### config.mk
export PLATFORM = sky130hd
export DESIGN_NAME = chk_seq_ctrl
export DESIGN_NICKNAME = d
export VERILOG_FILES = /design/src/rtl/chk_seq_ctrl.sv
export SDC_FILE = /design/constraint.sdc
export NUM_CORES = 1
export LEC_CHECK = 0
export CORE_MARGIN = 8
export CORE_UTILIZATION = 42
export CTS_CLUSTER_DIAMETER = 200
export DETAILED_ROUTE_END_ITERATION = 8
export PLACE_DENSITY = 0.84
export SLEW_MARGIN = 40
export SYNTH_ARGS = -nofsm -noshare
export SYNTH_HDL_FRONTEND = slang
export SYNTH_SLANG_ARGS = --single-unit
### constraint.sdc
create_clock -name clk -period 2 [get_ports clk]
set_clock_uncertainty 0.1 [all_clocks]
set_input_delay 0.3 -clock clk [delete_from_list [all_inputs] [get_ports clk]]
set_output_delay 0.3 -clock clk [all_outputs]
set_load 0.01 [all_outputs]
### src/rtl/chk_seq_ctrl.sv
module chk_seq_ctrl #(
  parameter int NFAULT     = 4,
  parameter int NHAZ       = 2,
  parameter int WDOG_LIMIT = 255
) (
  input  logic              clk,
  input  logic              rst_n,
  input  logic              inst_avail,
  input  logic              core_busy,
  input  logic [NFAULT-1:0] stage_fault,
  input  logic [NHAZ-1:0]   hazard,
  input  logic              rec_done,
  output logic              serial_mode,
  output logic              stall_all,
  output logic              core_flush,
  output logic              core_restart,
  output logic              commit_en
);
  localparam int CW = $clog2(WDOG_LIMIT + 1);
  localparam logic [CW-1:0] RELOAD = CW'(WDOG_LIMIT);

  typedef enum logic [1:0] {S_IDLE, S_CHECK, S_EXEC} st_t;

  st_t           st, st_n;
  logic          recheck, recheck_n;
  logic [CW-1:0] wd_cnt;
  logic          flush_q, restart_q;

  wire haz      = |hazard;
  wire flt      = |stage_fault;
  wire counting = (st != S_EXEC) && (core_busy || inst_avail);
  wire wd_zero  = (wd_cnt == '0);

  assign commit_en = (st == S_CHECK && inst_avail && !haz && !recheck && !flt) ||
                     (st == S_EXEC && rec_done && !haz);

  wire wd_fire = counting && wd_zero && !commit_en;

  assign stall_all    = haz || recheck;
  assign serial_mode  = (st == S_EXEC);
  assign core_flush   = flush_q;
  assign core_restart = restart_q;

  always_comb begin
    st_n = st;
    recheck_n = 1'b0;
    case (st)
      S_IDLE: begin
        if (wd_fire) st_n = S_EXEC;
        else if (inst_avail) st_n = S_CHECK;
      end
      S_CHECK: begin
        if (wd_fire) st_n = S_EXEC;
        else if (recheck) begin
          if (haz) recheck_n = 1'b1;
          else if (flt) st_n = S_EXEC;
        end else if (!inst_avail) st_n = S_IDLE;
        else if (!haz && flt) recheck_n = 1'b1;
      end
      S_EXEC: begin
        if (rec_done && !haz) st_n = inst_avail ? S_CHECK : S_IDLE;
      end
      default: st_n = S_IDLE;
    endcase
  end

  always_ff @(posedge clk) begin
    if (!rst_n) begin
      st        <= S_IDLE;
      recheck   <= 1'b0;
      wd_cnt    <= RELOAD;
      flush_q   <= 1'b0;
      restart_q <= 1'b0;
    end else begin
      st        <= st_n;
      recheck   <= recheck_n;
      flush_q   <= (st_n == S_EXEC) && (st != S_EXEC);
      restart_q <= (st == S_EXEC) && (st_n != S_EXEC);
      if (commit_en) wd_cnt <= RELOAD;
      else if (counting && !wd_zero) wd_cnt <= wd_cnt - 1'b1;
    end
  end
endmodule


== Word-level counts from Yosys, hierarchy flattened ==
Index checks and enable logic that the tools add are counted.
Storage, ports and cells
  bits in registers: 13
  word-level logic and storage cells: 55
  input bits: 11
  output and inout bits: 5
Operators by class
  reduce and logical (&&, ||, !) cells: 28
  muxes and demuxes: 14
  equal/unequal tests: 5
  $add $sub $neg: 1
  bitwise logic cells: 2
Operators by type and width (number)
  $mux W2: 8
  $logic_and A1 B1 Y1: 14
  $logic_not A8 Y1: 1
  $sub A8 B1 Y8 const B: 1
  $pmux W2 S3: 1
  $logic_not A1 Y1: 5
  $mux W1: 5
  $eq A2 B2 Y1 const B: 2
  $ne A2 B2 Y1 const B: 2
  $reduce_or A2 Y1: 2
  $reduce_or A4 Y1: 1
  $logic_or A1 B1 Y1: 3
  $reduce_or A3 Y1: 1
  $eq A2 B1 Y1 const B: 1
  $logic_not A2 Y1: 1
  $not A1 Y1: 2

== Depth between registers and ports, before layout ==
Gate-level depths: netlist of the first run.
  word-level depth: 12
  mapped depth: 7
  depth with buffers taken out: 7

== Least setup slack after synthesis of the first run ==
OpenSTA, ideal clock, no wires.
  path kind: register to register
  start: reg wd_cnt[2]
  end: reg wd_cnt[7]
  stages on the path, launching flop included: 6
  setup time: 0.133 ns
  period minus slack after synthesis: 1.902 ns
  data arrival time: 1.669 ns
  path slack: 0.098 ns
  data required time: 1.767 ns
  buffers on the path: 0
  cell sequence: dfxtp_1 > or4_4 > or3_4 > nor4_4 > mux2i_1 > nand2_1
Between the ends
  word-level cells in the longest chain between the ends: 3
  elaborated cells on any way between the ends: 4
  those cells by class: add/sub: 1; reduce/logical: 3
RTL lines
  from (decl): line 26  | logic [CW-1:0] wd_cnt;
  from (signal assigned): line 80  | else if (counting && !wd_zero) wd_cnt <= wd_cnt - 1'b1;
  parallel branches: the longest is 3 deep, another holds $sub A8 B1 Y8
Parallel ways; which one is timed is not known.
A chain may end at the register's enable or synchronous reset.

== Worst setup path in the final report of the first run ==
  start: in stage_fault[1]
  end: out commit_en
Between the ends
  word-level cells in the longest chain between the ends: 4
RTL lines
  from (decl): line 10  | input logic [NFAULT-1:0] stage_fault,
  $reduce_or A4 Y1: line 30  | wire flt = |stage_fault;
  $logic_not A1 Y1: line 34  | assign commit_en = (st == S_CHECK && inst_avail && !haz && !recheck && !flt) ||
  $logic_and A1 B1 Y1: line 34
  $logic_or A1 B1 Y1: line 34
  to (decl): line 17  | output logic commit_en
No other way between the ends.

==> reports/metrics.sh, run 1 <==
SYNTH.YOSYS.SEQ_AREA_SHARE=0.382
SHARE_CLK_OF_TOTAL_POWER=0.300
PRECTSSETUPSLACK_PS=-402
WIRE_LENGTH_OF_THE_FIRST_GLOBAL_ROUTING_PASS_UM=2730
CELL_AREA_PLACED_UM2=948
DR.PASS1.ITERS=6
SYNTH_TOP_FLOP_CELL='dfxtp_1'
NUMBER_OF_FLOPS_MAPPED_TO_ENABLE_CELLS_BY_YOSYS=0
POWER_PER_CELL_AREA_nW_PER_UM2=519
FINALSETUPVIOLCOUNT=1
INSERTION_DELAY_PS=270
CLOCK_SINK_COUNT=13
POST-CTS-SETUP-BUFFERS=0
GRT_ANTENNA_BEFORE_REPAIR=0
MAXSLEWVIOLCOUNT=0
DESIGN_AREA_UM2=1010
LAYOUT-AREA-OVERHEAD-VS-SYNTH_PCT=48.2
YOSYS_REGISTER_BITS=13
POST_ROUTE_CELLS_DRIVE_ABOVE_1_SHARE=0.278
PERIOD_NEEDED_PS=2000
SYN_AREA_UM2=681
GRT_PASS1_VIAS=653
CORE_FOOTPRINT_UM2=1510
WORST_SETUP_HOLD_PATH_CLK_SLEW_PS=70
SYNTH_CELLS=76
VIOLATIONS='negative setup slack'
CTSHTREEMAXLEVEL=1
FIN_NETS=122
WORSTHOLDPATHTYPE='reg -> reg'
GRT_START_MAX_NET_PINS=9
CTS_TREE='built'
POWER.SHARE.COMBINATIONAL=0.182
P_SW_uW=124
FINAL-HOLD-VIOLATION-COUNT=0
CP_DATA_ARRIVAL_TIME_PS=1600
WORST_MAX_SLEW_PIN_SLEW_PS=319
MAX_CLOCK_FREQ_MHz=499
POSTLAYOUTSETUPSLACKWORST_PS=-2.06
DIE-AREA_UM2=3160
CRIT_TYPE='in -> out'
FLOORPLAN.INITIALDENSITY=0.452
YS_WARN_COUNT=0
ROUTE.ANTENNA.REMAINING_NETS=0
INTERNAL_POWER_uW=399
SYN-NUM-NETS=89
TNS_PS=-2.06
GRT_SETUP_UNREPAIRED='true'
SYNTH_AREA_LEADERS='dfxtp_1, nand2_1, nor4_4'
GLOBAL_ROUTE.OVERFLOW_TOTAL=0
TRACK_USAGE=0.104
PEAKVDDDROP_mV=0.444
WORSTPATHREQUIRED_PS=1600
GP_ROUTABILITY_CONGESTION=0.806
MAXSLEWHEADROOM=0.785
DETAILEDPLACEMENTHPWL_UM=1280
MAXCAPVIOLATIONS=0
CRIT_FANOUT=2
DRC=0
NETLIST.TOP_CELL.BY_AREA='dfxtp_1'
ANTENNA-DIODE-COUNT=0
DIE_H_UM=56.3
SWITCHING_SHARE=0.238
PORT_BUFFERS=15
DRT_ITER0_DRC=10
WORSTSETUPENDPOINTTYPE='primary output'
POSTSYNTHAREAPERCELL_UM2=8.96
STATIC-LEAKAGE-POWER_nW=0.411
FP.DIEW_UM=56.3
CTS-ROOT-BUF='clkbuf_4'
FINAL_MIN_PERIOD_OVER_CLOCK_PERIOD=1.00
IO-PIN-COUNT=16
POST_SYNTH_NUM_CELL_TYPES=31
SYNTH_ASYNC_RESET_RATIO=0
CTS_BUFFER_DEPTH=2
FP-ROW-COUNT=14
ROUTED_WL_UM=1620
POWER.SEQUENTIAL.FRACTION=0.518
NUM_VIAS=654
DRT-VIAS-PER-INSTANCE=5.27
POST_DR_WIRELENGTH_CELL_UM=13.1
CTS_BUFFERS=3
SYNTH_TOP_CELL_AREA_SHARE=0.382
RESULT_OF_THE_RUN='complete, but fails checks'
WORSTSETUPSTARTPOINTTYPE='primary input'
==> logic make-up after synthesis <==
| kind of cell | synth area share |
|---|---|
| and+or+nand+nor | 0.347 |
| DFF | 0.382 |
| AOI/OAI and AO/OA | 0.119 |
| xor gates and xnor gates | 0.0772 |
| buffers and inverters | 0.0221 |
| adders and majority gates | 0.0368 |
| muxes | 0.0147 |
==> registers in the layout, summed over array words and instances, names as in the netlist <==
name and count:
recheck 1, st 2, wd_cnt 8, core_flush 1, core_restart 1
==> Yosys cell counts (2+ instances only) <==
| master | n |
|---|---|
| xor2_1 | 3 |
| nand2_1 | 13 |
| nor4_4 | 2 |
| nand3_1 | 2 |
| xnor2_1 | 3 |
| nor3_1 | 2 |
| nor2_1 | 8 |
| a31oi_1 | 2 |
| dfxtp_1 | 13 |
| inv_1 | 4 |
| ha_1 | 2 |
| and3_1 | 3 |
==> final timing paths <==
| path | start | end | slack, ps | cells past startpoint |
|---|---|---|---|---|
| max | stage_fault[1] | commit_en | -2 | 4 |
| min | wd_cnt[3] | wd_cnt[3] | 410 | 2 |
| max reg2reg | wd_cnt[3] | wd_cnt[7] | 80 | 5 |
| min reg2reg | wd_cnt[3] | wd_cnt[3] | 410 | 2 |
==> power groups by stage <==
stage	sequential, mW	clock (mW)	combinational, mW
after global routing	0.273	0.172	0.104
final	0.271	0.157	0.0952
after global placement	0.277	0	0.0901
after CTS	0.271	0.162	0.0924
after floorplan	0.283	0	0.0335
after detailed placement	0.277	0	0.0918
==> layer usage <==
layer,global-route usage,vias up,part of all wire
met2,0.187,11,0.55
met3,0.0360,2,0.035
met1,0.104,301,0.40
met5,0,-,0
li1,-,340,-
met4,0.0447,0,0.0086
==> cell usage in the layout, fill, tap and decap left out, types with 2 or more instances in the layout <==
cell,instances
a31oi_1,2
and3_1,3
buf_4,13
clkbuf_4,3
clkdlybuf4s50_1,12
dfxtp_1,12
ha_1,2
inv_1,3
nand2_1,13
nand3_1,2
nor2_1,8
nor3_1,2
nor4_4,2
or4_4,2
xnor2_1,3
xor2_1,3
==> per-stage QoR <==
| stage | util | instances | total power [mW] | hold slack (ps) |
|---|---|---|---|---|
| CTS | 0.651 | 124 | 0.526 | 414 |
| detailed placement | 0.630 | 120 | 0.369 | 389 |
| floorplan | - | 76 | 0.316 | 332 |
| global placement | 0.630 | 120 | 0.367 | 374 |
| finish | 0.669 | 124 | 0.524 | 408 |
| global route | 0.669 | 124 | 0.549 | 434 |
==> layout make-up <==
cell class,instances,area (um2)
multi-input combinational,59,435
fill,109,498
clock buffer,4,26.3
tap,16,20.0
timing repair buffer,28,250
inverter,4,15.0
sequential,13,262
==> repair_timing <==
action / 4_1_cts / 5_1_grt
hold buffers: 0 / 0
resized for setup: 6 / 7
hold endpoints to repair: 0 / 0
pin swaps: 1 / 0
endpoints found under the setup margin: 3 / 9
==> critical path, cell delays in order <==
cell             delay, ps
clkdlybuf4s50_1        400
or4_4                  540
o22ai_2                120
clkdlybuf4s15_2        240
Note: power is estimated with default switching activity, not from simulation.
==> run 2: changes to the inputs <==
MAX_ROUTING_LAYER = met4   (was not set)
==> run 2 against run 1 <==
  * The flow still finishes with violations (negative setup slack)
  * First-iteration DRC count down 10%
  * Combinational power about the same
  * Flip-flop and latch count unchanged
  * Non-clock buffer count unchanged
  * Global-route usage up 0.27 points
  * Highest routed layer unchanged
==> reports/metrics.sh, run 2 (synthesis gave the netlist of run 1 again) <==
RESULT_OF_THE_RUN='complete, but fails checks'
VIOLATIONS='negative setup slack'
WORSTPATHREQUIRED_PS=1600  # about the same
CRIT_FANOUT=2  # unchanged
GRT_ANTENNA_BEFORE_REPAIR=0  # unchanged
FINALSETUPVIOLCOUNT=1  # unchanged
PEAKVDDDROP_mV=0.444  # about the same
DIE_H_UM=56.3  # unchanged
DETAILEDPLACEMENTHPWL_UM=1280  # unchanged
POWER_PER_CELL_AREA_nW_PER_UM2=519  # about the same
CRIT_TYPE='in -> out'
INSERTION_DELAY_PS=270  # about the same
PORT_BUFFERS=15  # unchanged
FIN_NETS=122  # unchanged
CLOCK_SINK_COUNT=13  # unchanged
POST_DR_WIRELENGTH_CELL_UM=13.0  # -0.37%
GRT_START_MAX_NET_PINS=9  # unchanged
GLOBAL_ROUTE.USAGE.MET1=0.104  # unchanged
MAXCAPVIOLATIONS=0  # unchanged
LAYOUT-AREA-OVERHEAD-VS-SYNTH_PCT=48.2  # unchanged
MOST-COMMON-LAYOUT-CELLS='nand2_1, buf_4, dfxtp_1, clkdlybuf4s50_1, nor2_1'
LARGEST_REG_FLOPS=8  # unchanged
FP.DIEW_UM=56.3  # unchanged
CTSHTREEMAXLEVEL=1  # unchanged
STATIC-LEAKAGE-POWER_nW=0.411  # unchanged
MAX_CLOCK_FREQ_MHz=499  # unchanged
CORE_FOOTPRINT_UM2=1510  # unchanged
CP-STARTPOINT='stage_fault[1]'
CTS_BUFFERS=3  # unchanged
WORST_SETUP_HOLD_PATH_CLK_SLEW_PS=70  # about the same
FLOORPLAN.INITIALDENSITY=0.452  # unchanged
TIMING.RR.START='wd_cnt[3]'
ROUTED_WL_UM=1610  # -0.37%
GP_ROUTABILITY_CONGESTION=0.817  # +1.4%
WORSTSETUPENDPOINTTYPE='primary output'
USE_MET3=0.0360  # unchanged
CTS_BUFFER_DEPTH=2  # unchanged
DR.PASS1.ITERS=6  # unchanged
MAX_FLOP_REGISTER='wd_cnt'
DRT-VIAS-PER-INSTANCE=5.27  # unchanged
DRC=0  # unchanged
CELL_AREA_PLACED_UM2=948  # unchanged
WORSTHOLDPATHTYPE='reg -> reg'
DIE-AREA_UM2=3160  # unchanged
POSTLAYOUTSETUPSLACKWORST_PS=-2.06  # unchanged
GLOBALROUTE.BUSIESTLAYER='met2'
CTS_TREE='built'
USE_MET2=0.187  # unchanged
ROUTE.ANTENNA.REMAINING_NETS=0  # unchanged
NUM_VIAS=654  # unchanged
MAXSLEWVIOLCOUNT=0  # unchanged
DESIGN_AREA_UM2=1010  # unchanged
PERIOD_NEEDED_PS=2000  # unchanged
DESIGN_POWER_TOTAL_uW=524  # about the same
POST_ROUTE_CELLS_DRIVE_ABOVE_1_SHARE=0.278  # unchanged
FP-ROW-COUNT=14  # unchanged
HP-START='wd_cnt[3]'
TNS_PS=-2.06  # unchanged
DRT_ITER0_DRC=9  # -1
MAXSLEWHEADROOM=0.785  # unchanged
WIRE_LENGTH_OF_THE_FIRST_GLOBAL_ROUTING_PASS_UM=2730  # +0.26%
FINAL.FILL_COUNT=109  # unchanged
IO-PIN-COUNT=16  # unchanged
CP_DATA_ARRIVAL_TIME_PS=1600  # about the same
GLOBAL_ROUTE.OVERFLOW_TOTAL=0  # unchanged
GRT_PASS1_VIAS=652  # -0.15%
ANTENNA-DIODE-COUNT=0  # unchanged
WORST_MAX_SLEW_PIN_SLEW_PS=319  # unchanged
TRACK_USAGE=0.106  # +0.00271
CTS-ROOT-BUF='clkbuf_4'
GRT_SETUP_UNREPAIRED='true'
WORSTSETUPSTARTPOINTTYPE='primary input'
PRECTSSETUPSLACK_PS=-402  # unchanged
FINAL_MIN_PERIOD_OVER_CLOCK_PERIOD=1.00  # unchanged
FINAL-HOLD-VIOLATION-COUNT=0  # unchanged
FINAL_UTIL=0.669  # unchanged
POST-CTS-SETUP-BUFFERS=0  # unchanged
REG.LARGEST.LIST='wd_cnt: 8 flops, st: 2 flops'
## run 2: per-stage QoR
step	std cells	hold slack, ps
floorplan	76	332
global placement	120	374
detailed placement	120	389
CTS	124	414
global route	124	434
finish	124	408
## run 2: routing by layer
metal	vias up	part of all wire
li1	340	-
met1	301	0.40
met2	11	0.55
met3	2	0.032
met4	0	0.013
met5	-	0
## run 2: path summary, 6_finish.rpt
kind	end	slack, ps	cells past startpoint
hold reg to reg	wd_cnt[3]	410	2
hold / removal	wd_cnt[3]	410	2
setup reg to reg	wd_cnt[7]	80	5
setup / recovery	commit_en	-2	4
## run 2: worst max-delay path, stage by stage
cell and delay (ps):
clkdlybuf4s50_1 400, or4_4 540, o22ai_2 120, clkdlybuf4s15_2 240
## run 2: power by group
part	total [mW]	switching (mW)	internal (mW)	leakage, nW
combinational	0.0952	0.0399	0.0553	0.291
clock	0.157	0.0799	0.0774	0.0150
sequential	0.271	0.00463	0.267	0.105
## run 2: cell type report
cell class	count	area (um2)	share of cell area
sequential	13	262	0.259
multi-input combinational	59	435	0.432
timing repair buffer	28	250	0.248
inverter	4	15.0	0.0149
clock buffer	4	26.3	0.0261
tap	16	20.0	0.0199
## run 2: repair_timing
item	in CTS	in global routing
pin swaps	1	0
hold buffers	0	0
resized for setup	6	7
setup endpoints to repair	3	9
==> run 3: changes to the inputs <==
CELL_PAD_IN_SITES_DETAIL_PLACEMENT = 0   (was not set)
CELL_PAD_IN_SITES_GLOBAL_PLACEMENT = 1   (was not set)
CORE_UTILIZATION = 31   (was 42)
MAX_ROUTING_LAYER = not set   (was met4)
PLACE_DENSITY = 0.83   (was 0.84)
==> run 3 against run 2 <==
  * The flow now finishes without violations
  * Clock-buffer cell count is the same
  * Sequential power is essentially flat
  * Non-clock buffer count up 1
  * Sequential share of layout area decreased by 0.22 points
  * Hold slack improved by 3.7 ps
  * Utilization decreased by 20 points
  * Critical path type is now reg -> reg
  * Highest routed layer is now met3
==> reports/metrics.sh, run 3 (synthesis gave the netlist of run 1 again) <==
FINAL.FILL_COUNT=212  # +94%
GRT_ANTENNA_BEFORE_REPAIR=0  # unchanged
HOLD_BUF_CTS=0  # unchanged
LAYOUT_COMMONEST_CELL='buf_4'
POWER.SEQUENTIAL.FRACTION=0.508  # -0.010
SEQ_AREA_UM2=260  # -0.48%
WORST_SETUP_HOLD_PATH_CLK_SLEW_PS=80  # about the same
TRACK_USAGE=0.0867  # -0.0197
INTERNAL_POWER_uW=398  # -0.22%
FINALSETUPVIOLCOUNT=0  # -1
SWITCHING_SHARE=0.253  # +0.0152
REG.LARGEST.LIST='wd_cnt: 8 flops, st: 2 flops'
GRT_PASS1_VIAS=667  # +2.3%
ANTENNA-DIODE-COUNT=0  # unchanged
CTS_TREE='built'
WORSTPATHREQUIRED_PS=2040  # +440 ps
ROUTE.ANTENNA.REMAINING_NETS=0  # unchanged
CTS-ROOT-BUF='clkbuf_4'
MULTIINPUTGATEAREA_UM2=427  # -2.0%
PEAKVDDDROP_mV=0.190  # -57%
MAXCAPVIOLATIONS=0  # unchanged
CTSHTREEMAXLEVEL=1  # unchanged
LARGEST_REG_FLOPS=8  # unchanged
CTS_BUFFER_DEPTH=2  # unchanged
WORST_MAX_SLEW_PIN_SLEW_PS=583  # +264 ps
WIRE_LENGTH_OF_THE_FIRST_GLOBAL_ROUTING_PASS_UM=2820  # +3.3%
LAYOUTNONFILLERINSTCOUNT=137  # +10%
CORE_FOOTPRINT_UM2=2150  # +43%
MOST-COMMON-LAYOUT-CELLS='buf_4, dfxtp_1, clkdlybuf4s50_1'
WORSTSETUPSTARTPOINTTYPE='flop'
POWER.SHARE.COMBINATIONAL=0.181  # about the same
GLOBAL_ROUTE.OVERFLOW_TOTAL=0  # unchanged
SHARE_CLK_OF_TOTAL_POWER=0.310  # +0.010
CTS_BUFFERS=3  # unchanged
GRT_SETUP_UNREPAIRED='true'
PORT_BUFFERS=15  # unchanged
MAX_CLOCK_FREQ_MHz=512  # +2.6%
RESULT_OF_THE_RUN='finished clean'
LAYOUT-AREA-OVERHEAD-VS-SYNTH_PCT=48.7
CRIT_TYPE='reg -> reg'
PERIOD_NEEDED_PS=1950  # -50.7 ps
DIE_H_UM=62.9  # +12%
DR.PASS1.ITERS=4  # -2
P_SW_uW=135  # +8.3%
ROUTED_WL_UM=1700  # +5.5%
WORSTSETUPENDPOINTTYPE='flop'
MAXSLEWVIOLCOUNT=0  # unchanged
WORSTHOLDPATHTYPE='reg -> reg'
IO-PIN-COUNT=16  # unchanged
FLOORPLAN.INITIALDENSITY=0.317  # -0.135
GRT_START_MAX_NET_PINS=9  # unchanged
FP-ROW-COUNT=17  # +3
INSERTION_DELAY_PS=280  # about the same
MAX_FLOP_REGISTER='wd_cnt'
POST_DR_WIRELENGTH_CELL_UM=12.4  # -4.5%
POWER_PER_CELL_AREA_nW_PER_UM2=527  # +1.4%
CRIT_FANOUT=4  # +2
FP.DIEW_UM=62.9  # +12%
TNS_PS=0  # +2.06 ps
FINAL_MIN_PERIOD_OVER_CLOCK_PERIOD=0.976  # -0.0254
DRT_ITER0_DRC=13  # +4
CLOCK_SINK_COUNT=13  # unchanged
GP_ROUTABILITY_CONGESTION=0.794  # -2.9%
NUM_VIAS=688  # +5.2%
FINAL_UTIL=0.471  # -0.198
MAXSLEWHEADROOM=0.610  # -0.176
DETAILEDPLACEMENTHPWL_UM=1300  # +1.4%
DRC=0  # unchanged
PLACED_CELLS_INCL_TAPS=133  # +11%
DESIGN_POWER_TOTAL_uW=533  # +1.8%
DRT-VIAS-PER-INSTANCE=5.02  # -4.8%
DIE-AREA_UM2=3950  # +25%
POST_ROUTE_CELLS_DRIVE_ABOVE_1_SHARE=0.284  # +0.00663
FINAL-HOLD-VIOLATION-COUNT=0  # unchanged
CP_DATA_ARRIVAL_TIME_PS=1990  # +390 ps
STATIC-LEAKAGE-POWER_nW=0.400  # -2.7%
POST-CTS-SETUP-BUFFERS=0  # unchanged
FIN_NETS=123  # +0.82%
[run 3: repair_timing]
action	in CTS	in global routing
pin swaps	1	2
resized for setup	8	4
setup endpoints to repair	4	6
[run 3: routing by layer]
layer  up-vias  GRT usage  wire, um
met2        11      0.149       875
met5         -          0         0
li1        340          -         -
met1       337     0.0846       747
met4         0     0.0456         0
met3         0     0.0412        80
[run 3: through the flow]
stage,setup WS (ps),hold slack [ps],area [um2]
floorplan,98.1,332,681
global placement,-370,373,971
detailed placement,-387,377,971
CTS,38.1,402,1000
global route,-50.6,447,1010
finish,48.7,412,1010
[run 3: path summary, 6_finish.rpt]
kind,startpoint,endpoint,slack [ps],cells past startpoint
setup reg to reg,wd_cnt[2],wd_cnt[7],50,5
hold reg to reg,wd_cnt[5],wd_cnt[5],410,2
setup / recovery,wd_cnt[2],wd_cnt[7],50,5
hold / removal,wd_cnt[5],wd_cnt[5],410,2
[run 3: layout make-up]
class                      count  share of cell area
multi-input combinational     59               0.422
sequential                    13               0.257
timing repair buffer          29               0.246
tap                           28              0.0346
clock buffer                   4              0.0260
inverter                       4              0.0148
[run 3: power groups by stage]
stage,clock network [mW],registers [mW],logic (mW)
2_1_floorplan,0,0.283,0.0335
3_3_place_gp,0,0.276,0.0929
3_5_place_dp,0,0.277,0.0948
4_1_cts,0.172,0.271,0.0958
5_1_grt,0.189,0.273,0.104
6_report,0.166,0.271,0.0967
[run 3: critical path, stage by stage (launching register included)]
cell and delay, ps:
dfxtp_1 310, or4_4 570, or3_4 410, nor4_4 140
mux2i_1 210, nand2_1 70
